**config.mk**
```make
export PLATFORM = sky130hd
export DESIGN_NAME = winstk_ctrl
export DESIGN_NICKNAME = d
export VERILOG_FILES = /design/src/rtl/winstk_pkg.sv /design/src/rtl/winstk_pool.sv /design/src/rtl/winstk_seq.sv /design/src/rtl/winstk_ctrl.sv
export SDC_FILE = /design/constraint.sdc
export NUM_CORES = 1
export LEC_CHECK = 0
export BUFFER_PORTS_ARGS = -buffer_cell sky130_fd_sc_hd__buf_2
export CAP_MARGIN = 20
export CORE_ASPECT_RATIO = 0.75
export CORE_MARGIN = 1.5
export CORE_UTILIZATION = 50
export CTS_BUF_LIST = sky130_fd_sc_hd__clkbuf_4 sky130_fd_sc_hd__clkbuf_8 sky130_fd_sc_hd__clkbuf_16
export DETAILED_ROUTE_END_ITERATION = 6
export PLACE_DENSITY = 0.84
export SETUP_SLACK_MARGIN = 0.5
export SYNTH_ARGS = -nofsm -noshare
export SYNTH_HDL_FRONTEND = slang
export SYNTH_SLANG_ARGS = --single-unit
```
**constraint.sdc**
```tcl
create_clock -name clk -period 4.7 [get_ports clk]
set_input_delay 0.705 -clock clk [delete_from_list [all_inputs] [get_ports clk]]
set_output_delay 0.705 -clock clk [all_outputs]
set_load 0.05 [all_outputs]
```
**src/rtl/winstk_pkg.sv**
```systemverilog
package winstk_pkg;

  localparam int ID_W   = 6;
  localparam int RA_W   = 26;
  localparam int WORD_W = ID_W + RA_W;
  localparam int REG_W  = 4;
  localparam int LINK_W = WORD_W / 2;
  localparam int RECS_PER_MAP = (1 << REG_W) - 1;

  typedef logic [ID_W-1:0]   win_id_t;
  typedef logic [RA_W-1:0]   ra_t;
  typedef logic [WORD_W-1:0] word_t;
  typedef logic [REG_W-1:0]  reg_idx_t;

  typedef enum logic [2:0] {
    ST_IDLE,
    ST_CALL,
    ST_SPILL,
    ST_LNK_RD,
    ST_LNK_WB,
    ST_RET_RD,
    ST_RET_WB
  } seq_st_e;

  // caller record: window id above, return address below
  function automatic word_t pack_rec(win_id_t id, ra_t ra);
    return {id, ra};
  endfunction

  function automatic win_id_t rec_id(word_t w);
    return w[WORD_W-1 -: ID_W];
  endfunction

  function automatic ra_t rec_ra(word_t w);
    return w[RA_W-1:0];
  endfunction

  // link word: newer link unknown (all ones), older map id below
  function automatic word_t pack_link(win_id_t prev);
    return {{LINK_W{1'b1}}, {(LINK_W-ID_W){1'b0}}, prev};
  endfunction

  function automatic win_id_t link_prev(word_t w);
    return w[ID_W-1:0];
  endfunction

endpackage

```
**src/rtl/winstk_pool.sv**
```systemverilog
module winstk_pool #(
  parameter int NWIN = 64,
  parameter int RESV = 2,
  localparam int IDW = $clog2(NWIN)
) (
  input  logic           clk,
  input  logic           rst_n,
  input  logic           alloc_en,
  input  logic           rel_en,
  input  logic [IDW-1:0] rel_id,
  output logic           any_free,
  output logic [IDW-1:0] pick_id
);

  localparam logic [NWIN-1:0] FREE_INIT = {NWIN{1'b1}} << RESV;

  logic [NWIN-1:0] free_q, free_d;

  // lowest-numbered free id wins
  always_comb begin
    pick_id = '0;
    for (int i = NWIN - 1; i >= 0; i--) begin
      if (free_q[i]) pick_id = IDW'(i);
    end
    any_free = |free_q;
  end

  always_comb begin
    free_d = free_q;
    if (rel_en)   free_d[rel_id]  = 1'b1;
    if (alloc_en) free_d[pick_id] = 1'b0;
  end

  always_ff @(posedge clk) begin
    if (!rst_n) free_q <= FREE_INIT;
    else        free_q <= free_d;
  end

  assert_alloc_needs_free_R8: assert property (@(posedge clk) disable iff (!rst_n)
    alloc_en |-> any_free);

  assert_alloc_takes_one_R2: assert property (@(posedge clk) disable iff (!rst_n)
    (alloc_en && !rel_en) |=> ($countones(free_q) == $past($countones(free_q)) - 1));

  assert_release_frees_R5: assert property (@(posedge clk) disable iff (!rst_n)
    (rel_en && !alloc_en) |=> free_q[$past(rel_id)]);

endmodule

```
**src/rtl/winstk_seq.sv**
```systemverilog
module winstk_seq
  import winstk_pkg::*;
#(
  parameter int MAX_RECS = 4096,
  parameter int MAP0     = 1,
  localparam int CW = $clog2(MAX_RECS + 1)
) (
  input  logic     clk,
  input  logic     rst_n,
  input  logic     call_valid,
  input  ra_t      call_ra,
  input  logic     ret_valid,
  output logic     req_ready,
  output logic     cmd_done,
  output win_id_t  cur_win,
  output win_id_t  old_win,
  output win_id_t  map_win,
  output ra_t      ret_ra,
  output logic     ret_ra_valid,
  output logic     ret_underflow,
  output logic     rf_we,
  output win_id_t  rf_wwin,
  output reg_idx_t rf_wreg,
  output word_t    rf_wdata,
  output logic     rf_re,
  output win_id_t  rf_rwin,
  output reg_idx_t rf_rreg,
  input  word_t    rf_rdata,
  output logic     spill_req,
  input  logic     spill_ack,
  input  win_id_t  spill_win,
  input  logic     any_free,
  input  win_id_t  pick_id,
  output logic     alloc_en,
  output logic     rel_en,
  output win_id_t  rel_id
);

  localparam reg_idx_t FULL = reg_idx_t'(RECS_PER_MAP);

  seq_st_e  st_q, st_d;
  win_id_t  cur_q, old_q, map_q;
  reg_idx_t fill_q;
  logic [CW-1:0] cnt_q;
  ra_t      ra_q, ret_ra_q;
  logic     done_q, rv_q, err_q;

  // named events used by the assertions
  logic map_full, stack_empty, call_take;
  assign map_full    = (fill_q == FULL);
  assign stack_empty = (cnt_q == '0);
  assign call_take   = (st_q == ST_IDLE) && call_valid;

  always_comb begin
    st_d     = st_q;
    alloc_en = 1'b0;
    rel_en   = 1'b0;
    rel_id   = cur_q;
    rf_we    = 1'b0;
    rf_wwin  = map_q;
    rf_wreg  = fill_q + reg_idx_t'(1);
    rf_wdata = pack_rec(old_q, ra_q);
    rf_re    = 1'b0;
    rf_rwin  = map_q;
    rf_rreg  = fill_q;
    unique case (st_q)
      ST_IDLE: begin
        if (call_valid) st_d = ST_CALL;
        else if (ret_valid && !stack_empty)
          st_d = (fill_q == '0) ? ST_LNK_RD : ST_RET_RD;
      end
      ST_CALL: begin
        if (!any_free) st_d = ST_SPILL;
        else begin
          alloc_en = 1'b1;
          rf_we    = 1'b1;
          if (map_full) begin
            rf_wwin  = pick_id;
            rf_wreg  = '0;
            rf_wdata = pack_link(map_q);
          end else begin
            st_d = ST_IDLE;
          end
        end
      end
      ST_SPILL: begin
        if (spill_ack) begin
          rel_en = 1'b1;
          rel_id = spill_win;
          st_d   = ST_CALL;
        end
      end
      ST_LNK_RD: begin
        rf_re   = 1'b1;
        rf_rreg = '0;
        st_d    = ST_LNK_WB;
      end
      ST_LNK_WB: begin
        rel_en = 1'b1;
        rel_id = map_q;
        st_d   = ST_RET_RD;
      end
      ST_RET_RD: begin
        rf_re = 1'b1;
        st_d  = ST_RET_WB;
      end
      ST_RET_WB: begin
        rel_en = 1'b1;
        rel_id = cur_q;
        st_d   = ST_IDLE;
      end
      default: st_d = ST_IDLE;
    endcase
  end

  always_ff @(posedge clk) begin
    if (!rst_n) begin
      st_q     <= ST_IDLE;
      cur_q    <= '0;
      old_q    <= '0;
      map_q    <= win_id_t'(MAP0);
      fill_q   <= '0;
      cnt_q    <= '0;
      ra_q     <= '0;
      ret_ra_q <= '0;
      done_q   <= 1'b0;
      rv_q     <= 1'b0;
      err_q    <= 1'b0;
    end else begin
      st_q   <= st_d;
      done_q <= 1'b0;
      rv_q   <= 1'b0;
      err_q  <= 1'b0;
      unique case (st_q)
        ST_IDLE: begin
          if (call_valid) ra_q <= call_ra;
          else if (ret_valid && stack_empty) err_q <= 1'b1;
        end
        ST_CALL: begin
          if (any_free) begin
            if (map_full) begin
              map_q  <= pick_id;
              fill_q <= '0;
            end else begin
              old_q  <= cur_q;
              cur_q  <= pick_id;
              fill_q <= fill_q + reg_idx_t'(1);
              cnt_q  <= cnt_q + CW'(1);
              done_q <= 1'b1;
            end
          end
        end
        ST_LNK_WB: begin
          map_q  <= link_prev(rf_rdata);
          fill_q <= FULL;
        end
        ST_RET_WB: begin
          cur_q    <= old_q;
          old_q    <= rec_id(rf_rdata);
          ret_ra_q <= rec_ra(rf_rdata);
          fill_q   <= fill_q - reg_idx_t'(1);
          cnt_q    <= cnt_q - CW'(1);
          done_q   <= 1'b1;
          rv_q     <= 1'b1;
        end
        default: ;
      endcase
    end
  end

  assign req_ready     = (st_q == ST_IDLE);
  assign spill_req     = (st_q == ST_SPILL);
  assign cmd_done      = done_q;
  assign ret_ra_valid  = rv_q;
  assign ret_underflow = err_q;
  assign cur_win       = cur_q;
  assign old_win       = old_q;
  assign map_win       = map_q;
  assign ret_ra        = ret_ra_q;

  assert_call_shifts_old_R2: assert property (@(posedge clk) disable iff (!rst_n)
    (cmd_done && !ret_ra_valid) |-> (old_win == $past(cur_win)));

  assert_link_then_map_R4: assert property (@(posedge clk) disable iff (!rst_n)
    (rf_we && rf_wreg == '0) |=> (map_win == $past(rf_wwin)));

  assert_ret_restores_cur_R5: assert property (@(posedge clk) disable iff (!rst_n)
    ret_ra_valid |-> (cur_win == $past(old_win) && cmd_done));

  assert_underflow_quiet_R7: assert property (@(posedge clk) disable iff (!rst_n)
    ret_underflow |-> ($stable(cur_win) && $stable(old_win) && $stable(map_win) && !cmd_done));

  assert_spill_only_empty_R8: assert property (@(posedge clk) disable iff (!rst_n)
    $rose(spill_req) |-> !any_free);

  assert_spill_held_R8: assert property (@(posedge clk) disable iff (!rst_n)
    (spill_req && !spill_ack) |=> (spill_req && !req_ready));

  assert_call_priority_R9: assert property (@(posedge clk) disable iff (!rst_n)
    (call_take && ret_valid) |=> !rf_re);

endmodule

```
**src/rtl/winstk_ctrl.sv**
```systemverilog
module winstk_ctrl
  import winstk_pkg::*;
#(
  parameter int NWIN     = 64,
  parameter int MAX_RECS = 4096
) (
  input  logic        clk,
  input  logic        rst_n,
  input  logic        call_valid,
  input  logic [25:0] call_ra,
  input  logic        ret_valid,
  output logic        req_ready,
  output logic        cmd_done,
  output logic [5:0]  cur_win,
  output logic [5:0]  old_win,
  output logic [5:0]  map_win,
  output logic [25:0] ret_ra,
  output logic        ret_ra_valid,
  output logic        ret_underflow,
  output logic        rf_we,
  output logic [5:0]  rf_wwin,
  output logic [3:0]  rf_wreg,
  output logic [31:0] rf_wdata,
  output logic        rf_re,
  output logic [5:0]  rf_rwin,
  output logic [3:0]  rf_rreg,
  input  logic [31:0] rf_rdata,
  output logic        spill_req,
  input  logic        spill_ack,
  input  logic [5:0]  spill_win
);

  // windows 0 (first current) and 1 (first map) are taken at reset
  localparam int RESV = 2;
  localparam int MAP0 = 1;

  logic    any_free, alloc_en, rel_en;
  win_id_t pick_id, rel_id;

  winstk_pool #(
    .NWIN (NWIN),
    .RESV (RESV)
  ) u_pool (
    .clk      (clk),
    .rst_n    (rst_n),
    .alloc_en (alloc_en),
    .rel_en   (rel_en),
    .rel_id   (rel_id),
    .any_free (any_free),
    .pick_id  (pick_id)
  );

  winstk_seq #(
    .MAX_RECS (MAX_RECS),
    .MAP0     (MAP0)
  ) u_seq (
    .clk           (clk),
    .rst_n         (rst_n),
    .call_valid    (call_valid),
    .call_ra       (call_ra),
    .ret_valid     (ret_valid),
    .req_ready     (req_ready),
    .cmd_done      (cmd_done),
    .cur_win       (cur_win),
    .old_win       (old_win),
    .map_win       (map_win),
    .ret_ra        (ret_ra),
    .ret_ra_valid  (ret_ra_valid),
    .ret_underflow (ret_underflow),
    .rf_we         (rf_we),
    .rf_wwin       (rf_wwin),
    .rf_wreg       (rf_wreg),
    .rf_wdata      (rf_wdata),
    .rf_re         (rf_re),
    .rf_rwin       (rf_rwin),
    .rf_rreg       (rf_rreg),
    .rf_rdata      (rf_rdata),
    .spill_req     (spill_req),
    .spill_ack     (spill_ack),
    .spill_win     (spill_win),
    .any_free      (any_free),
    .pick_id       (pick_id),
    .alloc_en      (alloc_en),
    .rel_en        (rel_en),
    .rel_id        (rel_id)
  );

endmodule

```
# Word level (Yosys, flattened, before mapping)
# Index checks and enable logic that the tools add are counted.
dict set report totals {
  out_inout_bits 103
  wordCells 167
  inputBits 69
  reg_bits 157
}
dict set report classes {
  n_reduce_logical 19
  n_addsub 4
  eq_ne 12
  muxes 111
  n_lt_le_gt_ge 4
  n_bitwise 5
}
# operator count
set op_table {}
lappend op_table {{6-bit two-way mux} 72}
lappend op_table {{64-bit two-way mux} 2}
lappend op_table {{32-bit two-way mux} 3}
lappend op_table {{64-bit bitwise AND} 1}
lappend op_table {{64-bit inverter} 1}
lappend op_table {{64-bit OR} 1}
lappend op_table {{64-bit OR reduction} 1}
lappend op_table {{6-bit case mux with 2 select lines} 4}
lappend op_table {{13-bit two-way mux} 2}
lappend op_table {{13-bit case mux with 2 select lines} 1}
lappend op_table {{4-bit two-way mux} 5}
lappend op_table {{3-bit two-way mux} 6}
lappend op_table {{3-bit case mux with 6 select lines} 1}
lappend op_table {{6-bit by 7-bit less-than comparator with 1-bit output, second input constant} 2}
lappend op_table {{13-bit by 1-bit adder with 13-bit output, second input constant} 1}
lappend op_table {{13-bit logical NOT} 1}
lappend op_table {{13-bit by 1-bit subtractor with 13-bit output, second input constant} 1}
lappend op_table {{1-bit demux with 6-bit select} 2}
lappend op_table {{6-bit by 1-bit greater-or-equal comparator with 1-bit output, second input constant} 2}
lappend op_table {{4-bit case mux with 3 select lines} 1}
lappend op_table {{1-bit two-way mux} 10}
lappend op_table {{3-bit == test, second input constant} 3}
lappend op_table {{3-bit by 2-bit == test with 1-bit output, second input constant} 2}
lappend op_table {{3-bit AND reduction} 2}
lappend op_table {{19 further kinds} 28}

# Logic depth before layout (Yosys ltp)
# Gate-level depths: netlist of run 1.
dict set report logic_depth {
  word_depth 71
  depth_mapped 14
  depth_no_buf 11
}

# Cells and area by module
# A second synthesis of run 1 with hierarchy kept.
dict set report hier_totals {
  cells_unflattened 1064
  area_unflattened_um2 8201.6
}
# mod n_inst cells_each area_each_um2 seq_area_each_um2
set by_module_without_submodules {}
lappend by_module_without_submodules {winstk_seq 1 585 4460.5 1861.8}
lappend by_module_without_submodules {winstk_pool 1 479 3741.1 1281.2}

# Least setup slack after synthesis of run 1
# Ideal clock, no wire load.
dict set report synth_path {
  path_kind {register to output}
  start {reg u_pool.free_q[59]}
  end {out rf_wwin[0]}
  path_stages_with_launch 8
  arrival_time_ps 2836
  path_buffers 0
  setup_slack_ps 1159
  required_ps 3995
  cell_sequence {dfxtp_1 > nor2_1 > a221o_1 > a221oi_1 > a211oi_1 > o31ai_2 > nand2b_1 > o21ai_0}
}
dict set report synth_between {
  elab_chain_cells 63
  word_cells_on_any_way 64
  classes_between {mux: 63; reduce/logical: 1}
}
# item line_no
set synth_lines {}
lappend synth_lines {{start: declaration} winstk_pool.sv:17} ;# logic [NWIN-1:0] free_q, free_d;
lappend synth_lines {{start signal: assignment} winstk_pool.sv:36} ;# else free_q <= free_d;
lappend synth_lines {{6-bit two-way mux (60 in series)} winstk_pool.sv:23} ;# if (free_q[i]) pick_id = IDW'(i);
lappend synth_lines {{6-bit two-way mux} winstk_seq.sv:77} ;# if (map_full) begin
lappend synth_lines {{6-bit two-way mux *} winstk_seq.sv:73} ;# if (!any_free) st_d = ST_SPILL;
lappend synth_lines {{6-bit two-way mux *} winstk_seq.sv:66} ;# unique case (st_q)
lappend synth_lines {{end: declaration} winstk_ctrl.sv:21} ;# output logic [5:0] rf_wwin,
# Every way passes the cells marked *; elsewhere a longest branch is shown, timed or not.

# Worst setup path after layout of run 1
dict set report layout_path {
  start {reg u_pool.free_q[33]}
  end {out rf_wwin[4]}
}
dict set report layout_between {
  elab_chain_cells 37
  word_cells_on_any_way 38
  classes_between {mux: 37; reduce/logical: 1}
}
# item line_no
set layout_lines {}
lappend layout_lines {{6-bit two-way mux (34 in series)} winstk_pool.sv:23}
lappend layout_lines {{6-bit two-way mux} winstk_seq.sv:77}
lappend layout_lines {{6-bit two-way mux *} winstk_seq.sv:73}
lappend layout_lines {{6-bit two-way mux *} winstk_seq.sv:66}
# Marks and branches as above.

==> results of run 1 <==
cells by family after synthesis:
kind of cell	Yosys count
AND/OR/NAND/NOR	488
multiplexers	2
flip-flops	157
adder cells (fa/ha/maj)	14
AO/OA/AOI/OAI	308
buffers and inverters	82
XOR/XNOR	10
where the power goes:
part           internal (W)  total, W  switching [W]
Combinational      0.000484   0.00187        0.00138
Sequential          0.00146   0.00164       0.000176
Clock              0.000814   0.00146       0.000644
Total               0.00276   0.00496        0.00220
per-layer routing:
layer	track usage [%]	vias to the layer above	part of all wire [%]
met1	45.4	4085	42
met4	11.4	2	2.4
li1	-	4101	-
met3	9.00	64	12
met5	0	-	0.048
met2	46.4	572	43
worst min-delay path by stage:
stage / slack [ns] / cells past startpoint / startpoint / end
2_1_floorplan: 0.43 / 2 / u_seq.ra_q[16] / u_seq.ra_q[16]
3_3_place_gp: 0.44 / 2 / u_seq.ra_q[10] / u_seq.ra_q[10]
3_5_place_dp: 0.44 / 2 / u_seq.ra_q[9] / u_seq.ra_q[9]
4_1_cts: 0.45 / 2 / u_seq.ra_q[8] / u_seq.ra_q[8]
5_1_grt: 0.47 / 2 / u_seq.ra_q[9] / u_seq.ra_q[9]
6_report: 0.45 / 2 / u_seq.ra_q[8] / u_seq.ra_q[8]
per-stage QoR:
step | hold WS, ns | cell area (µm²)
2_1_floorplan | 0.432 | 8200
3_3_place_gp | 0.437 | 9160
3_5_place_dp | 0.443 | 9160
4_1_cts | 0.452 | 9780
5_1_grt | 0.467 | 9800
6_report | 0.451 | 9800
sequential cells by signal, indices dropped and copies added (netlist names):
signal / flops
u_seq.old_win: 6
u_seq.ret_underflow: 1
u_pool.free_q: 64
u_seq.ret_ra: 26
u_seq.ra_q: 26
u_seq.map_win: 6
u_seq.ret_ra_valid: 1
u_seq.cnt_q: 13
u_seq.st_q: 3
u_seq.fill_q: 4
u_seq.cmd_done: 1
u_seq.cur_win: 6
placed cells by master (no fill, tap or decap), types with 5 or more instances in the layout:
cell,n
o21ai_0,29
inv_1,19
a31oi_1,9
nand3_1,17
o21bai_1,6
buf_2,171
xnor2_1,6
nor3b_1,5
o211ai_1,5
nor2_1,84
or4_1,8
nand2b_1,15
a211oi_1,42
nor3_2,6
nand3b_1,5
nand2_1,192
nor3_1,47
a21oi_1,149
nand4_1,6
a311oi_1,7
nor4_1,17
clkbuf_16,17
dfxtp_1,157
or3_1,8
and2_1,8
a22oi_1,7
buf_4,15
nor2b_1,27
or2_2,18
ha_1,13
worst register-to-register path, stage by stage, from the launching register on:
cell and delay [ns]:
dfxtp_1 0.55, nor2b_1 0.50, nand2_2 0.20, inv_2 0.23
ha_1 0.28, a211oi_1 0.38, o21ai_0 0.21, a311oi_1 0.44
o21bai_1 0.13, a21oi_1 0.19, xor2_1 0.14, o21ai_0 0.12
cell type report:
| cell class | instances | share of cell area (%) |
|---|---|---|
| multi-input cells | 822 | 48.1 |
| flip-flops and latches | 157 | 32.1 |
| repair buffers | 186 | 9.89 |
| clock buffers | 17 | 4.34 |
| well taps | 210 | 2.68 |
| clock inverters | 15 | 2.06 |
| inverters | 21 | 0.830 |
repair_timing:
item                                    CTS  global route
setup buffers                             0             0
endpoints found under the setup margin    0            31
gates resized for setup                   0             2
==> impl_metrics.env, run 1 <==
export IMPL_grt_ovfl_total=0
export IMPL_synth_fa_ha_area_share_pct=2.23
export IMPL_post_route_util_pct=61.2
export IMPL_rsz0062_at_grt="no"
export IMPL_tightest_slew_ns=1.00
export IMPL_worstPathRequired_ns=3.99
export IMPL_io_pins=172
export IMPL_setup_violations=0
export IMPL_fill_cells=1367
export IMPL_seq_area_frac_synth_pct=38.4
export IMPL_ff2ff_setup_slack_ns=1.21
export IMPL_final_max_slew_viol_count=0
export IMPL_crit_slowest_cell="nor4_1"
export IMPL_port_buffers=171
export IMPL_cts_hold_buf=0
export IMPL_total_power_w=0.00496
export IMPL_drtIter0Drc=1160
export IMPL_die_x_um=151
export IMPL_dieHeight_um=114
export IMPL_path_clk_slew_ns=0.07
export IMPL_async_flop_share_pct=0
export IMPL_path_delay_family="simple AND/OR/NAND/NOR gates"
export IMPL_die_area_um2=17200
export IMPL_fin_skew_ns=0.00958
export IMPL_fmax_mhz=248
export IMPL_drt_total_wl_um=27300
export IMPL_netlist_area_um2=8200
export IMPL_slowest_delay_ns=0.65
export IMPL_drcViolationCount=0
export IMPL_post_place_ws_ns=1.11
export IMPL_clockBufferDepth=2
export IMPL_root_buffer="clkbuf_16"
export IMPL_synth_edf_count=0
export IMPL_fin_crit_sh_pct=85.6
export IMPL_yosysTopAreaCell="dfxtp_1"
export IMPL_crit_arrival_ns=3.32
export IMPL_worstPathMaxFanout=37
export IMPL_setup_worst_path_start="u_pool.free_q[33]"
export IMPL_n_antenna_cell=0
export IMPL_hold_class="register to register"
export IMPL_status="complete, no violations"
export IMPL_synth_seq_cells=157
export IMPL_relSlewSlack_pct=32.6
export IMPL_critPathLaunchType="register"
export IMPL_synth_mux_area_share_pct=0.321
export IMPL_cap_violations=0
export IMPL_dp_hpwl_um=19100
export IMPL_yosys_warnings=0
export IMPL_grt_usage_pct=32.1
export IMPL_yosysMostFrequentCell="nand2_1"
export IMPL_synth_top_family_by_area="simple AND/OR/NAND/NOR gates"
export IMPL_period_needed_ns=4.03
export IMPL_synth_compound_area_share_pct=24.1
export IMPL_cts_buffers=17
export IMPL_synth_nets=1144
export IMPL_grt_first_pass_wirelength_um=42700
export IMPL_synthTopCellsByArea="dfxtp_1 (38%), a21oi_1 (9.1%), nand2_1 (8.8%)"
export IMPL_multiInputGateArea_um2=4710
export IMPL_fin_cells=1428
export IMPL_synth_ff_type="dfxtp_1"
export IMPL_cts_max_level=4
export IMPL_drt_vias_per_instance=6.18
export IMPL_r2r_end="u_seq.cnt_q[11]"
export IMPL_drtPass1Iterations=5
export IMPL_drive_above_1_share_pct=22.3
export IMPL_coreArea_um2=16000
export IMPL_antenna_left=0
export IMPL_timing_critical_path_to="rf_wwin[4]"
export IMPL_area_growth_pct=19.5
export IMPL_timing_final_ws_setup_ns=0.675
export IMPL_regArea_um2=3140
export IMPL_gp_congestion=0.998
export IMPL_post_synth_inst_count=1061
export IMPL_rows=40
export IMPL_insertion_delay_ns=0.44
export IMPL_synth_xor_area_share_pct=1.07
export IMPL_grt_start_max_net_pins=71
export IMPL_criticalPathCategory="register to output pin"
export IMPL_cp_cell_sequence="nor4_1, nand4_1, nor4_4, nor2_2, buf_4, mux2_2, buf_2"
export IMPL_yosysUniqueCellTypes=82
export IMPL_path_depth=7
export IMPL_finalNetCount=1288
export IMPL_synth_avg_cell_area_um2=7.72
export IMPL_rr_startpoint="u_seq.st_q[2]"
export IMPL_crit_path_end_kind="output pin"
export IMPL_grt_pass1_vias=7897
export IMPL_ir_drop_v=0.000303
export IMPL_clkSinkCount=157
export IMPL_yosys_top_cells_count="nand2_1 (192), dfxtp_1 (157), a21oi_1 (149)"
export IMPL_cp_num_buf_inv=2
export IMPL_leakagePower_nw=3.92
export IMPL_r2r_cells=11
export IMPL_dp_cells=1396
export IMPL_start_util_pct=51.2
export IMPL_cts_tree="yes"
export IMPL_yosys_area_top_type_share_pct=38.4
export IMPL_wl_per_cell_um=19.1
export IMPL_antenna_found_initial=1
export IMPL_power_density_nw_per_um2=507
export IMPL_hold_viol_final=0
export IMPL_yosys_area_share_simple_pct=29.5
export IMPL_setup_tns_ns=0
export IMPL_vias=8824
No activity file was read; power rests on OpenSTA's default activity.
==> run 2, diff against run 1 <==
==> constraint.sdc (replaced) <==
create_clock -name clk -period 4.7 [get_ports clk]
set_input_delay 1.175 -clock clk [delete_from_list [all_inputs] [get_ports clk]]
set_output_delay 1.175 -clock clk [all_outputs]
set_load 0.05 [all_outputs]
==> impl_metrics.env, run 2 (synthesis gave the netlist of run 1 again) <==
export IMPL_drt_total_wl_um=27900
export IMPL_area_growth_pct=21.2
export IMPL_criticalPathCategory="register to output pin"
export IMPL_ir_drop_v=0.000305
export IMPL_grt_first_pass_wirelength_um=43300
export IMPL_cts_tree="yes"
export IMPL_start_util_pct=51.2
export IMPL_cap_violations=0
export IMPL_rows=40
export IMPL_cts_hold_buf=0
export IMPL_drcViolationCount=0
export IMPL_internal_power_w=0.00269
export IMPL_wl_per_cell_um=19.4
export IMPL_drt_vias_per_instance=6.20
export IMPL_worstPathMaxFanout=21
export IMPL_comb_power_share_pct=38.5
export IMPL_cts_buffers=17
export IMPL_io_pins=172
export IMPL_clkPwrFrac_pct=28.6
export IMPL_coreArea_um2=16000
export IMPL_crit_path_end_kind="output pin"
export IMPL_grt_ovfl_total=0
export IMPL_regMostFlops="u_pool.free_q"
export IMPL_dp_hpwl_um=19500
export IMPL_root_buffer="clkbuf_16"
export IMPL_grt_pass1_vias=7935
export IMPL_path_clk_slew_ns=0.07
export IMPL_total_power_w=0.00498
export IMPL_drtPass1Iterations=6
export IMPL_grt_usage_pct=32.7
export IMPL_fill_cells=1381
export IMPL_final_max_slew_viol_count=0
export IMPL_hold_viol_final=0
export IMPL_die_x_um=151
export IMPL_leakagePower_nw=3.99
export IMPL_rsz0062_at_grt="no"
export IMPL_relSlewSlack_pct=31.0
export IMPL_fin_crit_sh_pct=87.1
export IMPL_antenna_left=0
export IMPL_clockBufferDepth=2
export IMPL_insertion_delay_ns=0.45
export IMPL_power_density_nw_per_um2=502
export IMPL_finalNetCount=1302
export IMPL_critPathLaunchType="register"
export IMPL_final_common_cell="nand2_1"
export IMPL_fin_skew_ns=0.0138
export IMPL_port_buffers=171
export IMPL_hold_class="register to register"
export IMPL_worstPathRequired_ns=3.52
export IMPL_final_cell_mix="nand2_1 (192), buf_2 (170), dfxtp_1 (157), a21oi_1 (149), nor2_1 (83)"
export IMPL_vias=8948
export IMPL_status="complete, no violations"
export IMPL_crit_arrival_ns=2.92
export IMPL_die_area_um2=17200
export IMPL_gp_congestion=1.02
export IMPL_drive_above_1_share_pct=23.6
export IMPL_drtIter0Drc=1023
export IMPL_grt_start_max_net_pins=90
export IMPL_p_seq_share_pct=32.9
export IMPL_antenna_found_initial=0
export IMPL_largest_register_ffs=64
export IMPL_period_needed_ns=4.10
export IMPL_clkSinkCount=157
export IMPL_tightest_slew_ns=1.03
export IMPL_setup_violations=0
export IMPL_dieHeight_um=114
export IMPL_fmax_mhz=244
export IMPL_setup_tns_ns=0
export IMPL_cts_max_level=4
export IMPL_swShare_pct=46.1
export IMPL_p_sw_w=0.00230
-- run 2: cell types whose count changed in the layout (fill, tap and decap cells not counted), moves of 2 or more --
cell       change
inv_6          -2
clkinv_8       +3
bufinv_16      -2
buf_4         +14
-- run 2: layer usage --
layer | GRT usage, % | part of all wire (%) | vias to the layer above | wire (µm)
met3 | 9.20 | 11 | 92 | 3070
met5 | 0 | 0 | - | 0
met1 | 45.7 | 43 | 4158 | 12100
li1 | - | - | 4146 | -
met2 | 47.0 | 42 | 552 | 11800
met4 | 13.7 | 3.5 | 0 | 986
-- run 2: area by class of cell --
cell class,instances,area [µm²],share of cell area (%)
timing repair buffer,200,1080,10.8
clock buffer,17,425,4.28
inverter,21,81.3,0.819
clock inverter,15,195,1.97
multi-input combinational,822,4740,47.8
sequential,157,3140,31.7
antenna,1,2.50,0.0252
tap,210,263,2.65
-- run 2: worst paths after layout --
path	endpoint	startpoint	slack, ns	cells past startpoint
max	rf_wdata[18]	u_pool.free_q[7]	0.60	7
min	u_seq.ret_ra[23]	u_seq.ret_ra[23]	0.45	2
max reg2reg	u_seq.cnt_q[11]	u_seq.st_q[2]	1.23	11
min reg2reg	u_seq.ret_ra[23]	u_seq.ret_ra[23]	0.45	2
-- run 2: what timing repair did --
| action | CTS | global route |
|---|---|---|
| setup buffers | 2 | 3 |
| endpoints found under the hold margin | 0 | 0 |
| resized for setup | 3 | 6 |
| endpoints found under the setup margin | 34 | 24 |
| pin swaps | 1 | 2 |
-- run 2: power by group through the flow --
stage	clock [W]	combinational [W]	sequential (W)
detailed placement	0	0.00187	0.00166
finish	0.00143	0.00192	0.00164
global route	0.00149	0.00202	0.00166
CTS	0.00143	0.00188	0.00163
floorplan	0	0.00135	0.00170
global placement	0	0.00185	0.00165
-- run 2: per-stage QoR --
stage / worst slack (ns) / cell area [µm²] / cells / hold slack [ns] / util [%]
2_1_floorplan: 0.689 / 8200 / 1061 / 0.432 / -
3_3_place_gp: 0.860 / 9230 / 1405 / 0.438 / 57.6
3_5_place_dp: 0.751 / 9230 / 1405 / 0.445 / 57.6
4_1_cts: 0.538 / 9880 / 1439 / 0.454 / 61.7
5_1_grt: 0.516 / 9930 / 1442 / 0.472 / 62.0
6_report: 0.604 / 9930 / 1443 / 0.454 / 62.0
-- run 2: worst max-delay path: stages, from the launching register on --
cell	delay [ns]
dfxtp_1	0.36
nor4_1	0.60
nand4b_4	0.23
nor4_4	0.42
nor2_4	0.13
buf_4	0.22
or2_2	0.29
buf_2	0.21
